File: config.mk
export PLATFORM = sky130hd
export DESIGN_NAME = xfer_align_trap
export DESIGN_NICKNAME = d
export VERILOG_FILES = /design/src/rtl/xfer_pkg.sv /design/src/rtl/xfer_rst_sync.sv /design/src/rtl/xfer_target_calc.sv /design/src/rtl/xfer_align_chk.sv /design/src/rtl/xfer_link_ctl.sv /design/src/rtl/xfer_align_trap.sv
export SDC_FILE = /design/constraint.sdc
export NUM_CORES = 1
export LEC_CHECK = 0
export BUFFER_PORTS_ARGS = -buffer_cell sky130_fd_sc_hd__buf_4
export CORE_MARGIN = 2
export CORE_UTILIZATION = 35
export DETAILED_ROUTE_END_ITERATION = 12
export GPL_TIMING_DRIVEN = 0
export SLEW_MARGIN = 20
export SYNTH_ARGS = -nofsm -noshare
export SYNTH_HDL_FRONTEND = slang
export SYNTH_HIERARCHICAL = 1
export SYNTH_SLANG_ARGS = --single-unit
File: constraint.sdc
create_clock -name clk -period 5.9 [get_ports clk]
set_clock_uncertainty 0.2 [all_clocks]
set_input_delay 1.18 -clock clk [delete_from_list [all_inputs] [get_ports clk]]
set_output_delay 1.18 -clock clk [all_outputs]
set_load 0.01 [all_outputs]
File: src/rtl/xfer_pkg.sv
package xfer_pkg;

  typedef enum logic [1:0] {
    XK_SEQ  = 2'b00,
    XK_JAL  = 2'b01,
    XK_JALR = 2'b10,
    XK_BR   = 2'b11
  } xfer_kind_e;

  localparam int unsigned CAUSE_W = 4;
  localparam logic [CAUSE_W-1:0] CAUSE_FETCH_MISALIGN = '0;

endpackage

File: src/rtl/xfer_rst_sync.sv
module xfer_rst_sync #(
  parameter int unsigned STAGES = 2
) (
  input  logic clk,
  input  logic arst_n,
  output logic rst_n_sync
);
  logic [STAGES-1:0] chain_q;

  always_ff @(posedge clk or negedge arst_n) begin
    if (!arst_n) chain_q <= '0;
    else         chain_q <= {chain_q[STAGES-2:0], 1'b1};
  end

  assign rst_n_sync = chain_q[STAGES-1];
endmodule

File: src/rtl/xfer_target_calc.sv
module xfer_target_calc
  import xfer_pkg::*;
#(
  parameter int unsigned XLEN   = 32,
  parameter int unsigned INSN_B = 4
) (
  input  xfer_kind_e      kind,
  input  logic            taken,
  input  logic [XLEN-1:0] pc,
  input  logic [XLEN-1:0] target,
  output logic [XLEN-1:0] final_tgt,
  output logic [XLEN-1:0] seq_pc,
  output logic [XLEN-1:0] cand_pc,
  output logic            redirect
);
  localparam logic [XLEN-1:0] STEP = XLEN'(INSN_B);

  always_comb begin
    seq_pc    = pc + STEP;
    final_tgt = target;
    if (kind == XK_JALR) final_tgt[0] = 1'b0;
    unique case (kind)
      XK_JAL, XK_JALR: redirect = 1'b1;
      XK_BR:           redirect = taken;
      default:         redirect = 1'b0;
    endcase
    cand_pc = redirect ? final_tgt : seq_pc;
  end
endmodule

File: src/rtl/xfer_align_chk.sv
module xfer_align_chk #(
  parameter int unsigned XLEN = 32
) (
  input  logic            redirect,
  input  logic [XLEN-1:0] final_tgt,
  input  logic            c_en,
  output logic            misaligned
);
  logic odd_byte;
  logic half_word;

  always_comb begin
    odd_byte   = final_tgt[0];
    half_word  = final_tgt[1] & ~c_en;
    misaligned = redirect & (odd_byte | half_word);
  end
endmodule

File: src/rtl/xfer_link_ctl.sv
module xfer_link_ctl
  import xfer_pkg::*;
#(
  parameter int unsigned XLEN   = 32,
  parameter int unsigned REG_AW = 5
) (
  input  xfer_kind_e        kind,
  input  logic [REG_AW-1:0] rd,
  input  logic              misaligned,
  input  logic [XLEN-1:0]   seq_pc,
  output logic              wr_en,
  output logic [XLEN-1:0]   wr_data
);
  logic is_jump;

  always_comb begin
    is_jump = (kind == XK_JAL) || (kind == XK_JALR);
    wr_en   = is_jump && !misaligned && (rd != '0);
    wr_data = seq_pc;
  end
endmodule

File: src/rtl/xfer_align_trap.sv
module xfer_align_trap
  import xfer_pkg::*;
#(
  parameter int unsigned XLEN     = 32,
  parameter int unsigned REG_AW   = 5,
  parameter int unsigned INSN_B   = 4,
  parameter logic [31:0] RESET_PC = 32'h0000_1000
) (
  input  logic               clk,
  input  logic               rst_n,
  input  logic               in_valid,
  input  logic [1:0]         in_kind,
  input  logic               in_taken,
  input  logic [XLEN-1:0]    in_pc,
  input  logic [XLEN-1:0]    in_target,
  input  logic [REG_AW-1:0]  in_rd,
  input  logic               c_en,
  output logic               out_valid,
  output logic [XLEN-1:0]    next_pc,
  output logic               lr_we,
  output logic [REG_AW-1:0]  lr_rd,
  output logic [XLEN-1:0]    lr_wdata,
  output logic               trap_req,
  output logic [CAUSE_W-1:0] trap_cause,
  output logic [XLEN-1:0]    trap_epc,
  output logic [XLEN-1:0]    trap_tval
);
  localparam logic [XLEN-1:0] STEP = XLEN'(INSN_B);

  logic       rst_q_n;
  xfer_kind_e kind;
  logic [XLEN-1:0] final_tgt, seq_pc, cand_pc, link_data;
  logic redirect, misaligned, link_en;

  assign kind = xfer_kind_e'(in_kind);

  xfer_rst_sync #(.STAGES(2)) u_rst (
    .clk        (clk),
    .arst_n     (rst_n),
    .rst_n_sync (rst_q_n)
  );

  xfer_target_calc #(.XLEN(XLEN), .INSN_B(INSN_B)) u_tgt (
    .kind      (kind),
    .taken     (in_taken),
    .pc        (in_pc),
    .target    (in_target),
    .final_tgt (final_tgt),
    .seq_pc    (seq_pc),
    .cand_pc   (cand_pc),
    .redirect  (redirect)
  );

  xfer_align_chk #(.XLEN(XLEN)) u_chk (
    .redirect   (redirect),
    .final_tgt  (final_tgt),
    .c_en       (c_en),
    .misaligned (misaligned)
  );

  xfer_link_ctl #(.XLEN(XLEN), .REG_AW(REG_AW)) u_link (
    .kind       (kind),
    .rd         (in_rd),
    .misaligned (misaligned),
    .seq_pc     (seq_pc),
    .wr_en      (link_en),
    .wr_data    (link_data)
  );

  // next-state
  logic pc_ce, trap_ce, lk_ce;
  logic               out_valid_d, lr_we_d, trap_req_d;
  logic [XLEN-1:0]    next_pc_d, lr_wdata_d, trap_epc_d, trap_tval_d;
  logic [REG_AW-1:0]  lr_rd_d;
  logic [CAUSE_W-1:0] trap_cause_d;

  always_comb begin
    pc_ce        = in_valid && !misaligned;
    trap_ce      = in_valid && misaligned;
    lk_ce        = in_valid;
    out_valid_d  = in_valid;
    trap_req_d   = trap_ce;
    lr_we_d      = in_valid && link_en;
    next_pc_d    = pc_ce ? cand_pc : next_pc;
    lr_rd_d      = lk_ce ? in_rd : lr_rd;
    lr_wdata_d   = lk_ce ? link_data : lr_wdata;
    trap_epc_d   = trap_ce ? in_pc : trap_epc;
    trap_tval_d  = trap_ce ? final_tgt : trap_tval;
    trap_cause_d = trap_ce ? CAUSE_FETCH_MISALIGN : trap_cause;
  end

  // registers
  always_ff @(posedge clk or negedge rst_q_n) begin
    if (!rst_q_n) begin
      out_valid  <= 1'b0;
      trap_req   <= 1'b0;
      lr_we      <= 1'b0;
      next_pc    <= RESET_PC[XLEN-1:0];
      lr_rd      <= '0;
      lr_wdata   <= '0;
      trap_epc   <= '0;
      trap_tval  <= '0;
      trap_cause <= '0;
    end else begin
      out_valid  <= out_valid_d;
      trap_req   <= trap_req_d;
      lr_we      <= lr_we_d;
      next_pc    <= next_pc_d;
      lr_rd      <= lr_rd_d;
      lr_wdata   <= lr_wdata_d;
      trap_epc   <= trap_epc_d;
      trap_tval  <= trap_tval_d;
      trap_cause <= trap_cause_d;
    end
  end

  // checks on the registered results
  assert_jalr_low_bit_R1: assert property (@(posedge clk) disable iff (!rst_q_n)
    (in_valid && in_kind == 2'b10 && in_target[1:0] == 2'b01) |=> !trap_req);

  assert_half_align_trap_R2: assert property (@(posedge clk) disable iff (!rst_q_n)
    (in_valid && !c_en && in_target[1] &&
     (in_kind == 2'b01 || in_kind == 2'b10 || (in_kind == 2'b11 && in_taken))) |=> trap_req);

  assert_compressed_legal_R3: assert property (@(posedge clk) disable iff (!rst_q_n)
    (in_valid && c_en && in_kind == 2'b10) |=> !trap_req);

  assert_untaken_seq_R4: assert property (@(posedge clk) disable iff (!rst_q_n)
    (in_valid && in_kind == 2'b11 && !in_taken) |=>
      (!trap_req && next_pc == $past(in_pc) + STEP));

  assert_no_link_on_trap_R5: assert property (@(posedge clk) disable iff (!rst_q_n)
    trap_req |-> !lr_we);

  assert_epc_is_insn_R6: assert property (@(posedge clk) disable iff (!rst_q_n)
    (in_valid && misaligned) |=> (trap_epc == $past(in_pc)));

  assert_cause_code_R8: assert property (@(posedge clk) disable iff (!rst_q_n)
    trap_req |-> (trap_cause == CAUSE_FETCH_MISALIGN));

  assert_pc_hold_on_trap_R9: assert property (@(posedge clk) disable iff (!rst_q_n)
    trap_req |-> $stable(next_pc));

  assert_out_valid_follows_R11: assert property (@(posedge clk) disable iff (!rst_q_n)
    (trap_req || lr_we) |-> out_valid);

endmodule

==> reports/metrics.csv, run 1 <==
metric;value;unit
outcome;completed;
yosysMostFrequentCell;dfrtp_1;
antenna_cells;0;
drc;0;
clkLatencyLatePin;0.41;ns
synth_top_area_share;49.0;%
synthArstFlopShare;100;%
synth_seq_cells;138;
critical_path_arrival;3.86;ns
grt_antenna_before_repair;0;
overflow;0;
drv_slew;0;
ctsResizeCount;0;
dp_hpwl;14600;um
rows;51;
antenna_left;0;
min_period;3.76;ns
synth_common_cells;137 x dfrtp_1, 96 x mux2_2, 71 x buf_4;
setup.worst_path.class;in -> reg;
cp_max_fo;10;
track_usage;18.7;%
clock_path_buffers;2;
synth_area;6990;um^2
grt_start_max_net_pins;51;
dp_cells;1029;
totalPowerFinal;3.27;mW
start_util;35.8;%
ys_seq_area_share;49.4;%
holdBufCountCts;0;
first_pass_iters;5;
synth_area_leaders;dfrtp_1 49%, mux2_2 15%, mux2_4 11%;
grt_pass1_wl;30800;um
routabilityCongestion;0.741;
hold_slack;0.156;ns
slew_headroom;51.8;%
htreeDepth;4;
cts_buffers;17;
coreArea;19500;um^2
worstPathRequired;6.00;ns
cts.sinks;138;
drt-initial-drc-count;190;
postCtsSetupRepairBufs;0;
die_area;21100;um^2
cp-start-kind;primary input;
num_vias;4955;
via_per_inst;4.67;
tritoncts;built;
worst-slew-pin-transition;0.723;ns
synth_cell_types;37;
drt-total-wl;19200;um
synth_edf_count;0;
path_clk_slew;0.06;ns
synthCells;548;
io_buffers;211;
ioPinCount;216;
hp-class;reg -> reg;
powerDensity;343;nW/um^2
hold_violations;0;
wire_per_inst;18.1;um
max_cap_violations;0;
drive_above_1_share;60.3;%
synthFlopType;dfrtp_1;
final.setup.tns;0;ns
peakVddDrop;198;uV
area_growth;36.5;%
setup_violations;0;
cts.root.buffer_cell;clkbuf_16;
yosysWarnings;6;
p_leak;4.59;nW
fmax;266;MHz
endpoint_kind;flip-flop;
rsz0062_at_grt;no;
final_cells;1061;
period_share;63.6;%
synth_area_leader_cell;dfrtp_1;
dieWidth;145;um
nets;863;
grt_pass1_vias;5396;
die_h;145;um
syn_area_per_cell;12.8;um^2
-- sequential cells by signal, summed over array words and instances (netlist names) --
register	cells
lr_wdata	32
out_valid	1
lr_we	1
trap_tval	32
trap_epc	32
u_rst/chain_q	2
lr_rd	5
trap_req	1
next_pc	32
-- layout make-up --
type                            count  area [um^2]
Buffer                             93          683
Clock buffer                       24          482
Clock inverter                      8         95.1
Fill cell                        1785         9980
Inverter                            9         33.8
Multi-Input combinational cell    311         2830
Sequential cell                   138         3460
Tap cell                          265          332
Timing Repair Buffer              213         1630
-- layer usage --
| metal | GRT usage [%] | vias up | share of wire [%] |
|---|---|---|---|
| met1 | 23.4 | 2465 | 44 |
| met2 | 31.4 | 155 | 50 |
| met5 | 0 | - | 0 |
| li1 | - | 2322 | - |
| met3 | 5.50 | 13 | 5.8 |
| met4 | 5.25 | 0 | 0.85 |
-- kinds of logic after synthesis --
logic type / count (synthesis) / share of synthesized area (%)
AO/OA/AOI/OAI: 34 / 3.06
buffers and inverters: 102 / 10.3
multiplexers: 147 / 26.3
AND/OR/NAND/NOR: 105 / 8.13
other: 2 / 0.107
flip-flops: 138 / 49.4
XOR/XNOR: 16 / 2.00
adder cells (fa/ha/maj): 4 / 0.716
-- worst max-delay path, stage by stage --
cell and delay (ns):
buf_4 0.10, inv_1 0.05, ha_1 0.28, a21oi_1 0.19, or2_2 0.14, clkbuf_1 0.48, inv_1 0.29, o21a_1 0.23
nand2_1 0.10, buf_4 0.23, buf_6 0.24, mux2_4 0.32
-- worst paths after layout --
| check | start | to | slack [ns] | cells past startpoint |
|---|---|---|---|---|
| min in group asynchronous | u_rst/chain_q[1] | trap_tval[9] | 0.19 | 0 |
| max | in_kind[0] | trap_epc[11] | 2.14 | 12 |
| min | u_rst/chain_q[0] | u_rst/chain_q[1] | 0.16 | 0 |
| max in group asynchronous | u_rst/chain_q[1] | next_pc[31] | 4.63 | 1 |
| max reg2reg | u_rst/chain_q[1] | next_pc[31] | 4.63 | 1 |
| min reg2reg | u_rst/chain_q[0] | u_rst/chain_q[1] | 0.16 | 0 |
-- layout by cell type (no fill, tap or decap), drive strengths merged, types with 3 or more instances in the layout --
| cell type | Yosys | final |
|---|---|---|
| xnor2 | 10 | 10 |
| clkbuf | 8 | 32 |
| o31ai | 4 | 4 |
| and4 | 4 | 4 |
| nor4 | 3 | 3 |
| or3 | 10 | 10 |
| nor2 | 18 | 18 |
| nand4 | 9 | 9 |
| nand3 | 12 | 12 |
| buf | 85 | 298 |
| conb | 2 | 5 |
| nor3 | 5 | 5 |
| dfrtp | 137 | 137 |
| xor2 | 6 | 6 |
| inv | 9 | 9 |
| clkinv | 0 | 4 |
| nand2 | 29 | 29 |
| nor2b | 3 | 3 |
| a31oi | 13 | 13 |
| o21ai | 10 | 10 |
| ha | 4 | 4 |
| or4 | 8 | 8 |
| mux2 | 147 | 147 |
-- through the flow --
stage / instance area, um^2 / setup WS [ns] / utilization (%)
2_1_floorplan: 7000 / 1.57 / -
3_3_place_gp: 8920 / 0.101 / 45.7
3_5_place_dp: 8970 / 1.71 / 45.9
4_1_cts: 9550 / 2.14 / 48.9
5_1_grt: 9550 / 1.98 / 48.9
6_report: 9550 / 2.14 / 48.9
-- power breakdown --
| group | leakage [nW] | switching (mW) | total (mW) | internal [mW] |
|---|---|---|---|---|
| sequential | 1.62 | 0.125 | 1.28 | 1.15 |
| clock | 0.280 | 0.402 | 1.06 | 0.653 |
| combinational | 2.69 | 0.376 | 0.939 | 0.563 |
| total | 4.59 | 0.904 | 3.27 | 2.37 |
Power figures use the tool's default switching activity.
==> run 2, diff against run 1 <==
Clock period 5.9 ns to 3.9 ns, I/O delays scaled along.
==> reports/metrics.csv, run 2 (same netlist as run 1, synthesis figures left out) <==
metric;value;unit;change
rsz0062_at_grt;no;;
drv_slew;0;;unchanged
via_per_inst;4.72;;+0.97%
fmax;295;MHz;
max_cap_violations;0;;unchanged
htreeDepth;4;;unchanged
mostFrequentLayoutCells;282 x buf_4, 136 x dfrtp_1, 96 x mux2_2;;
nets;864;;+0.12%
hp-class;reg -> async;;
tritoncts;built;;
clock_path_buffers;2;;unchanged
outcome;completed;;
setup_violations;0;;unchanged
dp_cells;1029;;unchanged
first_pass_iters;4;;-1
reg2reg_from;u_rst/chain_q[1];;
clock_power_share;31.9;%;-0.4 points
overflow;0;;unchanged
combPwrFrac;28.9;%;+0.2 points
p_leak;4.59;nW;about the same
postCtsSetupRepairBufs;0;;unchanged
cts.root.buffer_cell;clkbuf_16;;
setup.worst_path.class;in -> reg;;
start_util;35.8;%;unchanged
p_switching;1.38;mW;+52%
p_int;3.54;mW;+49%
track_usage;18.1;%;-0.51 points
routabilityCongestion;0.735;;-0.78%
antenna_left;0;;unchanged
path_clk_slew;0.06;ns;about the same
peakVddDrop;284;uV;+43%
clkLatencyLatePin;0.41;ns;about the same
worst_slack;0.505;ns;-1.64 ns
rows;51;;unchanged
critical_path_arrival;3.49;ns;-0.37 ns
drt-initial-drc-count;158;;-17%
die_h;145;um;unchanged
p_seq_share;39.3;%;+0.2 points
cp-start-kind;primary input;;
final_cells;1062;;+0.094%
worst-slew-pin-transition;0.643;ns;-0.0796 ns
swShare;28.0;%;+0.39 points
min_period;3.39;ns;
drive_above_1_share;60.6;%;+0.30 points
wire_per_inst;17.9;um;-1.4%
dp_hpwl;14400;um;-1.1%
final.setup.tns;0;ns;unchanged
io_buffers;211;;unchanged
grt_antenna_before_repair;0;;unchanged
cp_max_fo;10;;unchanged
place_area;8980;um^2;about the same
pre_cts_slack;0.0369;ns;-1.67 ns
grt_pass1_vias;5337;;-1.1%
antenna_cells;0;;unchanged
ioPinCount;216;;unchanged
cts_buffers;17;;unchanged
num_vias;5008;;+1.1%
dieWidth;145;um;unchanged
drt-total-wl;19000;um;-1.3%
endpoint_kind;flip-flop;;
coreArea;19500;um^2;unchanged
powerDensity;514;nW/um^2;+50%
slew_headroom;57.1;%;+5.3 points
period_share;87.0;%;
grt_start_max_net_pins;57;;+12%
worstSetupStartpoint;in_kind[0];;
die_area;21100;um^2;unchanged
worstPathRequired;4.00;ns;-2.00 ns
cts.sinks;138;;unchanged
grt_pass1_wl;30000;um;-2.4%
hold_violations;0;;unchanged
final_common_cell;buf_4;;
drc;0;;unchanged
area_growth;36.8;%;
ctsResizeCount;0;;unchanged
design_area;9560;um^2;+0.18%
run 2: cell types whose count changed in the layout (fill, tap and decap cells not counted), sizes merged:
| cell | before | now |
|---|---|---|
| bufinv | 2 | 1 |
| clkbuf | 32 | 30 |
| clkinv | 4 | 5 |
| clkinvlp | 2 | 4 |
| dlygate4sd3 | 0 | 1 |
run 2: stage by stage:
step                utilization, %  hold WS, ns  total power, mW
global placement              45.7        0.138             3.34
detailed placement            46.0        0.122             3.39
floorplan                        -        0.131             2.64
finish                        49.0        0.102             4.91
global route                  49.0        0.142             5.15
CTS                           49.0        0.124             4.99
run 2: power by group through the flow:
| stage | logic (mW) | clock network, mW | registers [mW] |
|---|---|---|---|
| 4_1_cts | 1.44 | 1.61 | 1.93 |
| 3_3_place_gp | 1.39 | 0 | 1.95 |
| 5_1_grt | 1.51 | 1.67 | 1.97 |
| 2_1_floorplan | 0.556 | 0 | 2.08 |
| 6_report | 1.42 | 1.57 | 1.93 |
| 3_5_place_dp | 1.44 | 0 | 1.95 |
run 2: area by class of cell:
| type | instances | area, um^2 |
|---|---|---|
| fillers | 1819 | 9960 |
| flip-flops and latches | 138 | 3460 |
| multi-input cells | 311 | 2830 |
| repair buffers | 214 | 1650 |
| plain buffers | 93 | 683 |
| clock buffers | 22 | 484 |
| well taps | 265 | 332 |
| clock inverters | 10 | 92.6 |
| inverters | 9 | 33.8 |
run 2: final timing paths:
path / endpoint / slack (ns) / depth (start not counted)
setup reg to reg: next_pc[28] / 2.75 / 1
setup / recovery: trap_tval[14] / 0.51 / 12
min in group clk: u_rst/chain_q[1] / 0.16 / 0
hold reg to reg: trap_tval[11] / 0.10 / 0
max in group asynchronous: next_pc[28] / 2.75 / 1
hold / removal: trap_tval[11] / 0.10 / 0
run 2: worst max-delay path, cell delays in order:
cell	delay, ns
buf_4	0.10
inv_1	0.05
ha_1	0.28
a21oi_1	0.22
or2_2	0.15
clkbuf_1	0.49
inv_1	0.30
o21a_1	0.23
nand2_1	0.10
buf_4	0.23
buf_6	0.23
mux2_4	0.32
run 2: what timing repair did:
action | CTS | global route
endpoints found under the hold margin | 2 | 0
endpoints found under the setup margin | 0 | 0
hold buffers | 1 | 0
run 2: metal layers:
metal  part of all wire (%)  global-route usage (%)
met3                    7.7                    6.67
met1                     42                    21.8
met2                     49                    30.5
met4                    1.3                    5.54
met5                      0                       0
==> run 3, diff against run 2 <==
Settings changed: CORE_UTILIZATION 35 to 56, PLACE_DENSITY from default to 0.86.
Clock period 3.9 ns to 3.96 ns, I/O delays scaled along.
==> reports/metrics.csv, run 3 (same netlist as run 1, synthesis figures left out) <==
metric;value;unit;change
powerDensity;505;nW/um^2;-1.7%
drv_slew;0;;unchanged
peakVddDrop;379;uV;+33%
slew_headroom;49.5;%;-7.7 points
critical_path_arrival;3.56;ns;+0.07 ns
totalPowerFinal;4.74;mW;-3.5%
nets;864;;unchanged
worstPathRequired;4.07;ns;+0.07 ns
p_int;3.40;mW;-3.9%
worst-slew-pin-transition;0.758;ns;+0.115 ns
top_layer;met4;;
grt_antenna_before_repair;0;;unchanged
fmax;289;MHz;
via_per_inst;5.35;;+14%
wl_met1;7080;um;-10%
place_area;8850;um^2;-1.4%
cts.root.buffer_cell;clkbuf_16;;
worst_slack;0.505;ns;-0.000477 ns
p_switching;1.34;mW;-2.3%
tritoncts;built;;
dieWidth;116;um;-20%
coreArea;12100;um^2;-38%
path_cells;buf_4 -> inv_1 -> ha_1 -> a21oi_1 -> or2_2 -> clkbuf_1 -> inv_1 -> o21a_1 -> nand2_1 -> buf_4 -> buf_6 -> mux2_4;;
antenna_left;0;;unchanged
outcome;completed;;
wire_per_inst;19.1;um;+6.9%
mostFrequentLayoutCells;282 x buf_4, 136 x dfrtp_1, 96 x mux2_2;;
dp_hpwl;13600;um;-5.9%
clkLatencyLatePin;0.43;ns;+0.02 ns
cp-start-kind;primary input;;
start_util;57.7;%;+22 points
num_vias;5165;;+3.1%
wl_met3;1320;um;-9.5%
ctsResizeCount;0;;unchanged
antenna_cells;0;;unchanged
drc;0;;unchanged
cts.sinks;138;;unchanged
min_period;3.46;ns;
drive_above_1_share;60.2;%;-0.38 points
rows;40;;-22%
swShare;28.4;%;+0.34 points
routabilityCongestion;0.811;;+10%
cts_buffers;17;;unchanged
clock_power_share;30.2;%;-1.7 points
combPwrFrac;29.6;%;+0.7 points
slowest_stage;clkbuf_1;;
overflow;0;;unchanged
hold_violations;0;;unchanged
area_growth;34.3;%;
die_h;116;um;-20%
final_common_cell;buf_4;;
postCtsSetupRepairBufs;0;;unchanged
utilization;77.5;%;+29 points
setup_violations;0;;unchanged
grt_pass1_wl;29000;um;-3.5%
pre_cts_slack;0.119;ns;+0.0820 ns
period_share;87.3;%;
max_stage_delay;0.49;ns;about the same
die_area;13400;um^2;-37%
path_clk_slew;0.06;ns;about the same
grt_pass1_vias;5630;;+5.5%
io_buffers;211;;unchanged
drt-total-wl;18400;um;-2.9%
p_seq_share;40.2;%;+0.9 points
cp_max_fo;10;;unchanged
htreeDepth;4;;unchanged
drt-initial-drc-count;213;;+35%
endpoint_kind;flip-flop;;
rsz0062_at_grt;no;;
p_leak;4.57;nW;-0.47%
clock_path_buffers;2;;unchanged
holdBufCountCts;1;;unchanged
wl_met2;9630;um;+2.9%
design_area;9390;um^2;-1.8%
ioPinCount;216;;unchanged
grt_start_max_net_pins;57;;unchanged
hp-class;reg -> reg;;
rrSetupSlack;2.66;ns;-0.09 ns
track_usage;28.7;%;+11 points
max_cap_violations;0;;unchanged
final.setup.tns;0;ns;unchanged
first_pass_iters;4;;unchanged
setup.worst_path.class;in -> reg;;
-- run 3: cell count changes in the layout (fill, tap and decap cells not counted), sizes merged --
cell | previous run | this run
bufinv | 1 | 0
clkbuf | 30 | 32
clkinvlp | 4 | 3
-- run 3: worst max-delay path: cells and delay by family --
family          cells  cell delay, ns
buf+inv             6            1.39
compound gates      2            0.48
mux                 1            0.32
fa+ha+maj           1            0.29
simple gates        2            0.27
-- run 3: area by class of cell --
type / instances / area [um^2]
clock inverter: 8 / 47.5
buffer: 93 / 683
clock buffer: 24 / 482
multi-input combinational: 311 / 2830
sequential: 138 / 3460
timing repair buffer: 214 / 1640
tap: 168 / 210
inverter: 9 / 33.8
fill: 784 / 2730
-- run 3: worst paths after layout --
| check | startpoint | endpoint | cells past startpoint |
|---|---|---|---|
| setup reg to reg | u_rst/chain_q[1] | lr_rd[4] | 1 |
| max in group asynchronous | u_rst/chain_q[1] | lr_rd[4] | 1 |
| hold / removal | u_rst/chain_q[0] | u_rst/chain_q[1] | 0 |
| hold reg to reg | u_rst/chain_q[0] | u_rst/chain_q[1] | 0 |
| setup / recovery | in_kind[0] | trap_tval[9] | 12 |
| min in group asynchronous | u_rst/chain_q[1] | next_pc[11] | 0 |
-- run 3: metal layers --
metal / global-route usage (%) / vias up
li1: - / 2327
met1: 32.4 / 2611
met2: 50.8 / 195
met3: 9.05 / 32
met4: 10.9 / 0
met5: 0 / -
-- run 3: per-stage QoR --
stage,hold WS [ns],cells
after floorplan,0.131,551
after global placement,0.138,930
after detailed placement,0.146,932
after CTS,0.162,965
after global routing,0.164,965
final,0.156,965
-- run 3: power groups by stage --
stage          clock [mW]  sequential, mW  combinational [mW]
2_1_floorplan           0            2.05               0.548
3_3_place_gp            0            1.92                1.34
3_5_place_dp            0            1.93                1.40
4_1_cts              1.45            1.91                1.41
5_1_grt              1.51            1.95                1.49
6_report             1.43            1.91                1.40
